$ cat src/rtl/addsub_pkg.sv
package addsub_pkg;

  typedef enum logic [1:0] {
    OP_ADD = 2'b00,
    OP_ADC = 2'b01,
    OP_SUB = 2'b10,
    OP_SBB = 2'b11
  } alu_op_e;

endpackage

$ cat src/rtl/addsub_operand_prep.sv
// Conditions operand B and the adder carry-in for the selected operation.
module addsub_operand_prep
  import addsub_pkg::*;
#(
  parameter int WIDTH = 8
) (
  input  alu_op_e            op,
  input  logic [WIDTH-1:0]   opb,
  input  logic               flag_in,
  input  logic               no_borrow,
  output logic [WIDTH-1:0]   opb_eff,
  output logic               cin_eff,
  output logic               is_sub
);

  logic flag_as_carry;

  // Under borrow convention a set flag means "borrow pending", so the
  // adder needs its inverse as the carry-in of A + ~B + cin.
  assign flag_as_carry = no_borrow ? flag_in : ~flag_in;

  always_comb begin
    is_sub  = 1'b0;
    opb_eff = opb;
    cin_eff = 1'b0;
    unique case (op)
      OP_ADD: begin
        cin_eff = 1'b0;
      end
      OP_ADC: begin
        cin_eff = flag_in;
      end
      OP_SUB: begin
        is_sub  = 1'b1;
        opb_eff = ~opb;
        cin_eff = 1'b1;
      end
      OP_SBB: begin
        is_sub  = 1'b1;
        opb_eff = ~opb;
        cin_eff = flag_as_carry;
      end
      default: begin
        cin_eff = 1'b0;
      end
    endcase
  end

endmodule

$ cat src/rtl/addsub_ripple.sv
// Ripple-carry adder exposing the carries on both sides of the sign bit.
module addsub_ripple #(
  parameter int WIDTH = 8
) (
  input  logic [WIDTH-1:0] a,
  input  logic [WIDTH-1:0] b,
  input  logic             cin,
  output logic [WIDTH-1:0] sum,
  output logic             c_msb_in,
  output logic             c_msb_out
);

  localparam int MSB = WIDTH - 1;

  logic [WIDTH:0] chain;

  assign chain[0] = cin;

  for (genvar i = 0; i < WIDTH; i++) begin : g_bit
    logic p;
    logic g;
    assign p            = a[i] ^ b[i];
    assign g            = a[i] & b[i];
    assign sum[i]       = p ^ chain[i];
    assign chain[i+1]   = g | (p & chain[i]);
  end

  assign c_msb_in  = chain[MSB];
  assign c_msb_out = chain[WIDTH];

endmodule

$ cat src/rtl/addsub_flags.sv
// Derives the condition flags from the adder outputs.
module addsub_flags #(
  parameter int WIDTH = 8
) (
  input  logic [WIDTH-1:0] sum,
  input  logic             c_msb_in,
  input  logic             c_msb_out,
  input  logic             is_sub,
  input  logic             no_borrow,
  output logic             carry,
  output logic             ovf,
  output logic             neg,
  output logic             zero
);

  localparam int MSB = WIDTH - 1;

  logic invert_carry;

  // A subtract's raw carry-out already means "no borrow"; flip it only
  // when the borrow convention is selected.
  assign invert_carry = is_sub & ~no_borrow;
  assign carry        = c_msb_out ^ invert_carry;
  assign ovf          = c_msb_in ^ c_msb_out;
  assign neg          = sum[MSB];
  assign zero         = ~|sum;

endmodule

$ cat src/rtl/flagged_addsub.sv
module flagged_addsub
  import addsub_pkg::*;
#(
  parameter int WIDTH = 8
) (
  input  logic [WIDTH-1:0] opa_i,
  input  logic [WIDTH-1:0] opb_i,
  input  logic [1:0]       op_i,
  input  logic             carry_i,
  input  logic             no_borrow_i,
  output logic [WIDTH-1:0] result_o,
  output logic             carry_o,
  output logic             ovf_o,
  output logic             neg_o,
  output logic             zero_o
);

  alu_op_e          op;
  logic [WIDTH-1:0] opb_eff;
  logic             cin_eff;
  logic             is_sub;
  logic [WIDTH-1:0] sum;
  logic             c_msb_in;
  logic             c_msb_out;

  assign op = alu_op_e'(op_i);

  addsub_operand_prep #(.WIDTH(WIDTH)) u_prep (
    .op        (op),
    .opb       (opb_i),
    .flag_in   (carry_i),
    .no_borrow (no_borrow_i),
    .opb_eff   (opb_eff),
    .cin_eff   (cin_eff),
    .is_sub    (is_sub)
  );

  addsub_ripple #(.WIDTH(WIDTH)) u_add (
    .a         (opa_i),
    .b         (opb_eff),
    .cin       (cin_eff),
    .sum       (sum),
    .c_msb_in  (c_msb_in),
    .c_msb_out (c_msb_out)
  );

  addsub_flags #(.WIDTH(WIDTH)) u_flags (
    .sum       (sum),
    .c_msb_in  (c_msb_in),
    .c_msb_out (c_msb_out),
    .is_sub    (is_sub),
    .no_borrow (no_borrow_i),
    .carry     (carry_o),
    .ovf       (ovf_o),
    .neg       (neg_o),
    .zero      (zero_o)
  );

  assign result_o = sum;

endmodule

$ cat config.mk
export PLATFORM = sky130hd
export DESIGN_NAME = flagged_addsub
export DESIGN_NICKNAME = d
export VERILOG_FILES = /design/src/rtl/addsub_pkg.sv /design/src/rtl/addsub_operand_prep.sv /design/src/rtl/addsub_ripple.sv /design/src/rtl/addsub_flags.sv /design/src/rtl/flagged_addsub.sv
export SDC_FILE = /design/constraint.sdc
export NUM_CORES = 1
export LEC_CHECK = 0
export BUFFER_PORTS_ARGS = -buffer_cell sky130_fd_sc_hd__buf_2
export CAP_MARGIN = 20
export CORE_AREA = 10 10 47 49
export DETAILED_ROUTE_END_ITERATION = 10
export DIE_AREA = 0 0 57 59
export GPL_TIMING_DRIVEN = 1
export PLACE_DENSITY = 0.7
export SYNTH_ARGS = -nofsm -noshare
export SYNTH_HDL_FRONTEND = slang
export SYNTH_SLANG_ARGS = --single-unit
export TNS_END_PERCENT = 10
$ cat constraint.sdc
create_clock -name vclk -period 5.8
set_input_delay 1.16 -clock vclk [all_inputs]
set_output_delay 1.16 -clock vclk [all_outputs]
set_load 0.02 [all_outputs]
# Word level (Yosys, flattened, before mapping)
# Cells that the tools add are included.
dict set report word_totals {
  input_bits 20
  register_bits 0
  output_inout_bits 12
  word_cells 57
}
dict set report classes {
  bitwise 46
  n_mux 4
  n_reduce_logical 4
  n_eq_ne 3
}
# operator n
set ops {}
lappend ops {{1-bit XOR} 18}
lappend ops {{1-bit bitwise AND} 17}
lappend ops {{8-bit 2-to-1 mux} 1}
lappend ops {{8-bit NOT} 1}
lappend ops {{1-bit OR} 8}
lappend ops {{8-bit OR reduction} 1}
lappend ops {{2-bit == test, second input constant} 2}
lappend ops {{1-bit one-hot mux with 4 select lines} 1}
lappend ops {{2-bit by 1-bit == test with 1-bit output, second input constant} 1}
lappend ops {{2-bit logical NOT} 1}
lappend ops {{1-bit 2-to-1 mux} 2}
lappend ops {{1-bit NOT} 2}
lappend ops {{2-bit OR reduction} 1}
lappend ops {{1-bit logical NOT} 1}

# Logic depth before layout (Yosys ltp)
# Gate-level depths: netlist of the first run.
dict set report logic_depth {
  ltp_word 21
  mapped_depth 13
  ltp_nobuf 12
}

# Modules after synthesis
# From an unflattened synthesis of the first run, not the netlist that was laid out.
dict set report unflattened {
  hier_cells 38
  hier_area_um2 367.9
}
# module area_each_um2 cells_each seq_area_each_um2 instances
set modules_own_cells {}
lappend modules_own_cells {addsub_ripple 197.7 18 0.0 1}
lappend modules_own_cells {addsub_operand_prep 120.1 13 0.0 1}
lappend modules_own_cells {addsub_flags 50.0 7 0.0 1}

# Least setup slack after synthesis of the first run
# No wires, ideal clock.
dict set report synth_path {
  path_type {input to output}
  start {input port op_i[1]}
  end {output port zero_o}
  t_arrival_ps 5076
  path_buffers 1
  stages 13
  setup_slack_ps -436
  required_ps 4640
  path_cell_list {buf_6 > nand4b_1 > o211ai_2 > fa_1 > fa_1 > fa_1 > fa_1 > fa_1 > fa_1 > fa_1 > fa_1 > nand4_1 > nor2_1}
}
dict set report synth_between {
  elab_chain_len 21
  word_cells_on_any_way 46
  cone_classes {eq/ne (3); mux (2); bitwise (37); reduce/logical (4)}
}
# element line_no
set synth_lines {}
lappend synth_lines {{start, declared} flagged_addsub.sv:8} ;# input logic [1:0] op_i,
lappend synth_lines {{2-bit == test} addsub_operand_prep.sv:26} ;# unique case (op)
lappend synth_lines {{2-bit OR reduction (no line)} n/a}
lappend synth_lines {{8-bit 2-to-1 mux} n/a}
lappend synth_lines {{1-bit XOR} addsub_ripple.sv:22} ;# assign p = a[i] ^ b[i];
lappend synth_lines {{1-bit bitwise AND} addsub_ripple.sv:25} ;# assign chain[i+1] = g | (p & chain[i]);
lappend synth_lines {{1-bit OR} addsub_ripple.sv:25}
lappend synth_lines {{1-bit bitwise AND} addsub_ripple.sv:25}
lappend synth_lines {{1-bit OR} addsub_ripple.sv:25}
lappend synth_lines {{(+5 left out)} n/a}
lappend synth_lines {{1-bit OR} addsub_ripple.sv:25}
lappend synth_lines {{1-bit bitwise AND} addsub_ripple.sv:25}
lappend synth_lines {{1-bit OR} addsub_ripple.sv:25}
lappend synth_lines {{1-bit bitwise AND} addsub_ripple.sv:25}
lappend synth_lines {{1-bit OR} addsub_ripple.sv:25}
lappend synth_lines {{1-bit XOR} addsub_ripple.sv:24} ;# assign sum[i] = p ^ chain[i];
lappend synth_lines {{8-bit OR reduction *} addsub_flags.sv:26} ;# assign zero = ~|sum;
lappend synth_lines {{1-bit logical NOT *} addsub_flags.sv:26}
lappend synth_lines {{end, declared} flagged_addsub.sv:15} ;# output logic zero_o
# Mark *: on every way between the ends. The rest lies on a longest branch, timed or not.

# Worst setup path after layout of the first run
# Ends and elaborated chain as after synthesis.

==> flow_summary.yaml, run 1 <==
power_and_ir_drop:
  total_power_uw: 130.6
  ir_worst_vdd_mv: 0.06653
  power_leakage_uw: 0.0003504
  p_per_area_mw_per_mm2: 194.8
floorplan:
  die-area_sq_mm: 0.003363
  rows: 14
  core_sq_mm: 0.001401
  start_util_pct: 27.23
  boundaryPins: 32
  dieHeight_um: 59
  dieWidth_um: 57
cells_and_area:
  fill_cells: 140
  layout-drive-gt1-share_pct: 62.03
  ff_latch_area_sq_um: 0
  multi_input_area_sq_um: 342.8
  n_clock_buffer: 0
  diodes: 0
  fin_nets: 109
  seq_cell_count: 0
  area_growth_pct: 75.74
hold_path:
  hold_path_depth: 5
  hold_path_class: "in2out"
run_status:
  failed_checks: "setup timing"
  status: "finished, violations left"
timing:
  slew_headroom_pct: 85.34
  setup_viol_count_final: 5
  fmax_mhz: 167.5
  fin_ws_ps: -168.9
  hold_violations: 0
  finalCriticalPeriod_ps: 5969
  worst_pin_slew_ps: 218.3
  final.period_utilization_pct: 102.9
  drv_slew: 0
  rsz0062_at_grt: "yes"
  setup_tns_ps: -560.1
  fin_hold_ws_ps: 2799
global_routing:
  grt_pass1_wl_um: 1918
  grt_max_degree: 7
  track_usage_pct: 6.471
  grt_pass1_vias: 494
  overflow: 0
  antenna_found_initial: 0
detailed_routing:
  via_per_inst: 4.042
  drtPass1Iterations: 2
  vias: 384
  drc: 0
  wl_per_cell_um: 11.55
  drtIter0Drc: 4
  wl_um: 1097
  drtAntennaViolNets: 0
synthesis:
  yosysWarnings: 0
  synth_fp_nets: 72
  yosysSeqAreaShare_pct: 0
  synth.distinct_cells: 13
  synth_top_cell_area_share_pct: 41.97
  syn_inst: 44
  synth_top_area_cell: "fa_1"
  synth_area_sq_um: 381.6
  avgSynthCellArea_sq_um: 8.673
  ys_top_cells_by_area: "fa_1 (42%), xnor2_1 (21%), inv_1 (16%), nand4_1 (3.3%), o211ai_2 (3.3%)"
worst_setup_path:
  critPathLaunchType: "primary input"
  path_max_fanout: 5
  arrival_ps: 4810
  required_ps: 4640
  worst_setup_path_end_kind: "primary output"
  critical_path_class: "in2out"
place:
  io_buffers: 32
  place_hpwl_um: 1044
  gp_congestion: 0.7232
run:
  cap_viol_max_count: 0
-- cells by family (layout without fill, tap and decap cells) --
logic type	count (synthesis)	count (layout)	synth area share, %
AOI/OAI and AO/OA	2	2	5.246
xor gates and xnor gates	10	10	22.95
adders and majority gates	8	8	41.97
buffers and inverters	18	53	20.66
and+or+nand+nor	6	6	9.179
-- cells in the mapped netlist --
cell type / number
inv_1: 16
xnor2_1: 9
fa_1: 8
nand4_1: 2
a21o_1: 1
buf_4: 1
buf_6: 1
nand2_1: 1
nand4b_1: 1
nor2_1: 1
nor2b_1: 1
o211ai_2: 1
xor2_1: 1
-- final timing paths --
kind	startpoint	endpoint	slack [ps]
min	no_borrow_i	carry_o	2800
max	op_i[1]	zero_o	-170
-- per-stage QoR --
stage,util (%),std cells,cell area [sq um],setup WS [ps]
CTS,47.86,95,670.6,-182.3
floorplan,-,44,421.7,-191.8
detailed placement,43.75,94,613.1,-383.4
finish,47.86,95,670.6,-168.9
global route,47.86,95,670.6,-300.6
global placement,43.75,94,613.1,-343.0
-- cell type report --
cell class	instances	share of cell area, %
inverters	16	9.328
multi-input cells	26	51.12
well taps	16	2.985
repair buffers	37	36.57
-- critical path: stages --
cell and delay, ps:
buf_8 100, nand4b_1 100, o211ai_2 120, fa_2 350
fa_2 350, fa_2 350, fa_2 350, fa_2 340
fa_2 340, fa_2 360, fa_1 530, nand4_1 130
nor2_4 110, buf_6 120
-- metal layers --
metal	part of all wire [%]	global-route usage [%]
met4	0	0
met3	18	4.292
met2	49	11.94
met5	0	0
met1	33	6.258
-- repair_timing --
action / CTS / global route
endpoints found under the setup margin: 5 / 5
pin swaps: 3 / 1
cloned: 0 / 0
resized for setup: 13 / 0
setup buffers: 1 / 0
hold buffers: 0 / 0
-- placed cells by master, fill, tap and decap left out, drive strengths merged --
master	count
nor2	1
inv	16
buf	37
nor2b	1
fa	8
xnor2	9
o211ai	1
nand2	1
nand4b	1
xor2	1
nand4	2
a21o	1
-- where the power goes --
part	internal, uW	leakage (uW)	switching, uW
logic	58.4	0.000350	72.2
registers	0	0	0
clock network	0	0	0
total	58.4	0.000350	72.2
No activity file was read; power rests on OpenSTA's default activity.
==> run 2: changes to the inputs <==
--- a/config.mk
+++ b/config.mk
@@ -7,5 +7,4 @@
 export LEC_CHECK = 0
 export BUFFER_PORTS_ARGS = -buffer_cell sky130_fd_sc_hd__buf_2
-export CAP_MARGIN = 20
 export CORE_AREA = 10 10 47 49
 export DETAILED_ROUTE_END_ITERATION = 10
==> constraint.sdc (replaced) <==
create_clock -name vclk -period 5.8
set_input_delay 0.29 -clock vclk [all_inputs]
set_output_delay 0.29 -clock vclk [all_outputs]
set_load 0.02 [all_outputs]
==> run 2 against run 1 <==
The flow now finishes without violations. Core utilization down 9.1 points. Flip-flop and latch count did not move. Critical path depth did not move. Die area unchanged. Via count fell by 3.1%. Design area fell by 19%. First-iteration DRC count fell by 100%. Final cell count down 5.3%. Setup slack improved by 1300 ps. Sequential share of layout area stayed put. Total power is 18% lower. Largest cell class unchanged. Largest power group unchanged.
==> flow_summary.yaml, run 2 (synthesis results as in run 1) <==
hold_path:
  hold_start: "no_borrow_i"
  hold_path_depth: 4
  hold_path_class: "in2out"
  worstHoldEndpoint: "carry_o"
cells_and_area:
  fill_cells: 161
  diodes: 0
  ff_latch_area_sq_um: 0
  layout-drive-gt1-share_pct: 44.59
  fin_nets: 104
  n_clock_buffer: 0
  multi_input_area_sq_um: 302.8
  seq_cell_count: 0
  layout_common_cells: "buf_2 (32), inv_1 (16), xnor2_1 (9)"
  final_cell_count_no_fill: 90
  area_growth_pct: 42.30
  final_common_cell: "buf_2"
worst_setup_path:
  arrival_ps: 4410
  required_ps: 5510
  critPathLaunchType: "primary input"
  critical_path_class: "in2out"
  worst_setup_path_end_kind: "primary output"
  path_max_fanout: 11
global_routing:
  top_usage_layer: "met2"
  antenna_found_initial: 0
  use_met2_pct: 11.16
  track_usage_pct: 6.008
  grt_pass1_vias: 433
  grt_max_degree: 12
  overflow: 0
  grt_util_met1_pct: 5.576
  grt_pass1_wl_um: 1794
  use_met3_pct: 4.292
detailed_routing:
  drtPass1Iterations: 1
  drtAntennaViolNets: 0
  via_per_inst: 4.133
  drc: 0
  vias: 372
  wl_per_cell_um: 11.54
  wl_um: 1039
  drtIter0Drc: 0
timing:
  drv_slew: 0
  final.period_utilization_pct: 81.10
  rsz0062_at_grt: "no"
  fin_hold_ws_ps: 987.1
  finalCriticalPeriod_ps: 4704
  worst_pin_slew_ps: 259.0
  setup_tns_ps: 0
  slew_headroom_pct: 82.74
  setup_viol_count_final: 0
  hold_violations: 0
  fmax_mhz: 212.6
run_status:
  status: "completed"
place:
  io_buffers: 32
  placed_cells: 90
  gp_congestion: 0.6973
power_and_ir_drop:
  power_leakage_uw: 0.0003119
  ir_worst_vdd_mv: 0.05203
  p_per_area_mw_per_mm2: 197.4
floorplan:
  dieHeight_um: 59
  die-area_sq_mm: 0.003363
  rows: 14
  boundaryPins: 32
  core_sq_mm: 0.001401
  dieWidth_um: 57
  start_util_pct: 27.23
run:
  cap_viol_max_count: 0
clocking:
  postCtsHoldBufs: 0
  post-cts-setup-buffer-count: 0
  cts_resized: 0
run 2: changes by cell type in the layout (fill, tap and decap cells not counted), moves of 5 or more:
cell   before  now
buf_4       5    0
fa_2        7    0
buf_2      25   32
fa_1        1    8
buf_6       6    0
run 2: stage by stage:
step	worst slack (ps)	total power [uW]	cell area (sq um)	util, %
floorplan	1304	74.90	381.6	-
global placement	1128	106.8	543.0	38.75
detailed placement	1061	110.0	543.0	38.75
CTS	1059	110.2	543.0	38.75
global route	858.9	121.4	543.0	38.75
finish	1096	107.2	543.0	38.75
run 2: worst max-delay path: stages:
cell	delay [ps]
buf_2	240
a21o_1	130
o211ai_2	80
fa_1	390
fa_1	390
fa_1	400
fa_1	390
fa_1	390
fa_1	390
fa_1	420
fa_1	530
nand4_1	90
nor2_1	90
buf_2	170
run 2: worst max path at each step:
stage / endpoint / cells after the start / from
2_1_floorplan: zero_o / 13 / op_i[1]
5_1_grt: zero_o / 14 / op_i[1]
3_5_place_dp: zero_o / 14 / op_i[1]
6_report: zero_o / 14 / op_i[1]
3_3_place_gp: zero_o / 14 / op_i[1]
4_1_cts: zero_o / 14 / op_i[1]
run 2: per-layer routing:
layer / up-vias / wire length [um]
li1: 185 / -
met1: 165 / 307
met2: 22 / 540
met3: 0 / 190
met4: 0 / 0
met5: - / 0
run 2: layout make-up:
cell class,instances,area share [%]
inverters,16,11.06
multi-input cells,26,55.76
repair buffers,32,29.49
well taps,16,3.687
run 2: power breakdown:
part / leakage (uW) / switching, uW / total (uW) / internal [uW]
clock network: 0 / 0 / 0 / 0
logic: 0.000312 / 65.5 / 107 / 41.6
registers: 0 / 0 / 0 / 0
total: 0.000312 / 65.5 / 107 / 41.6
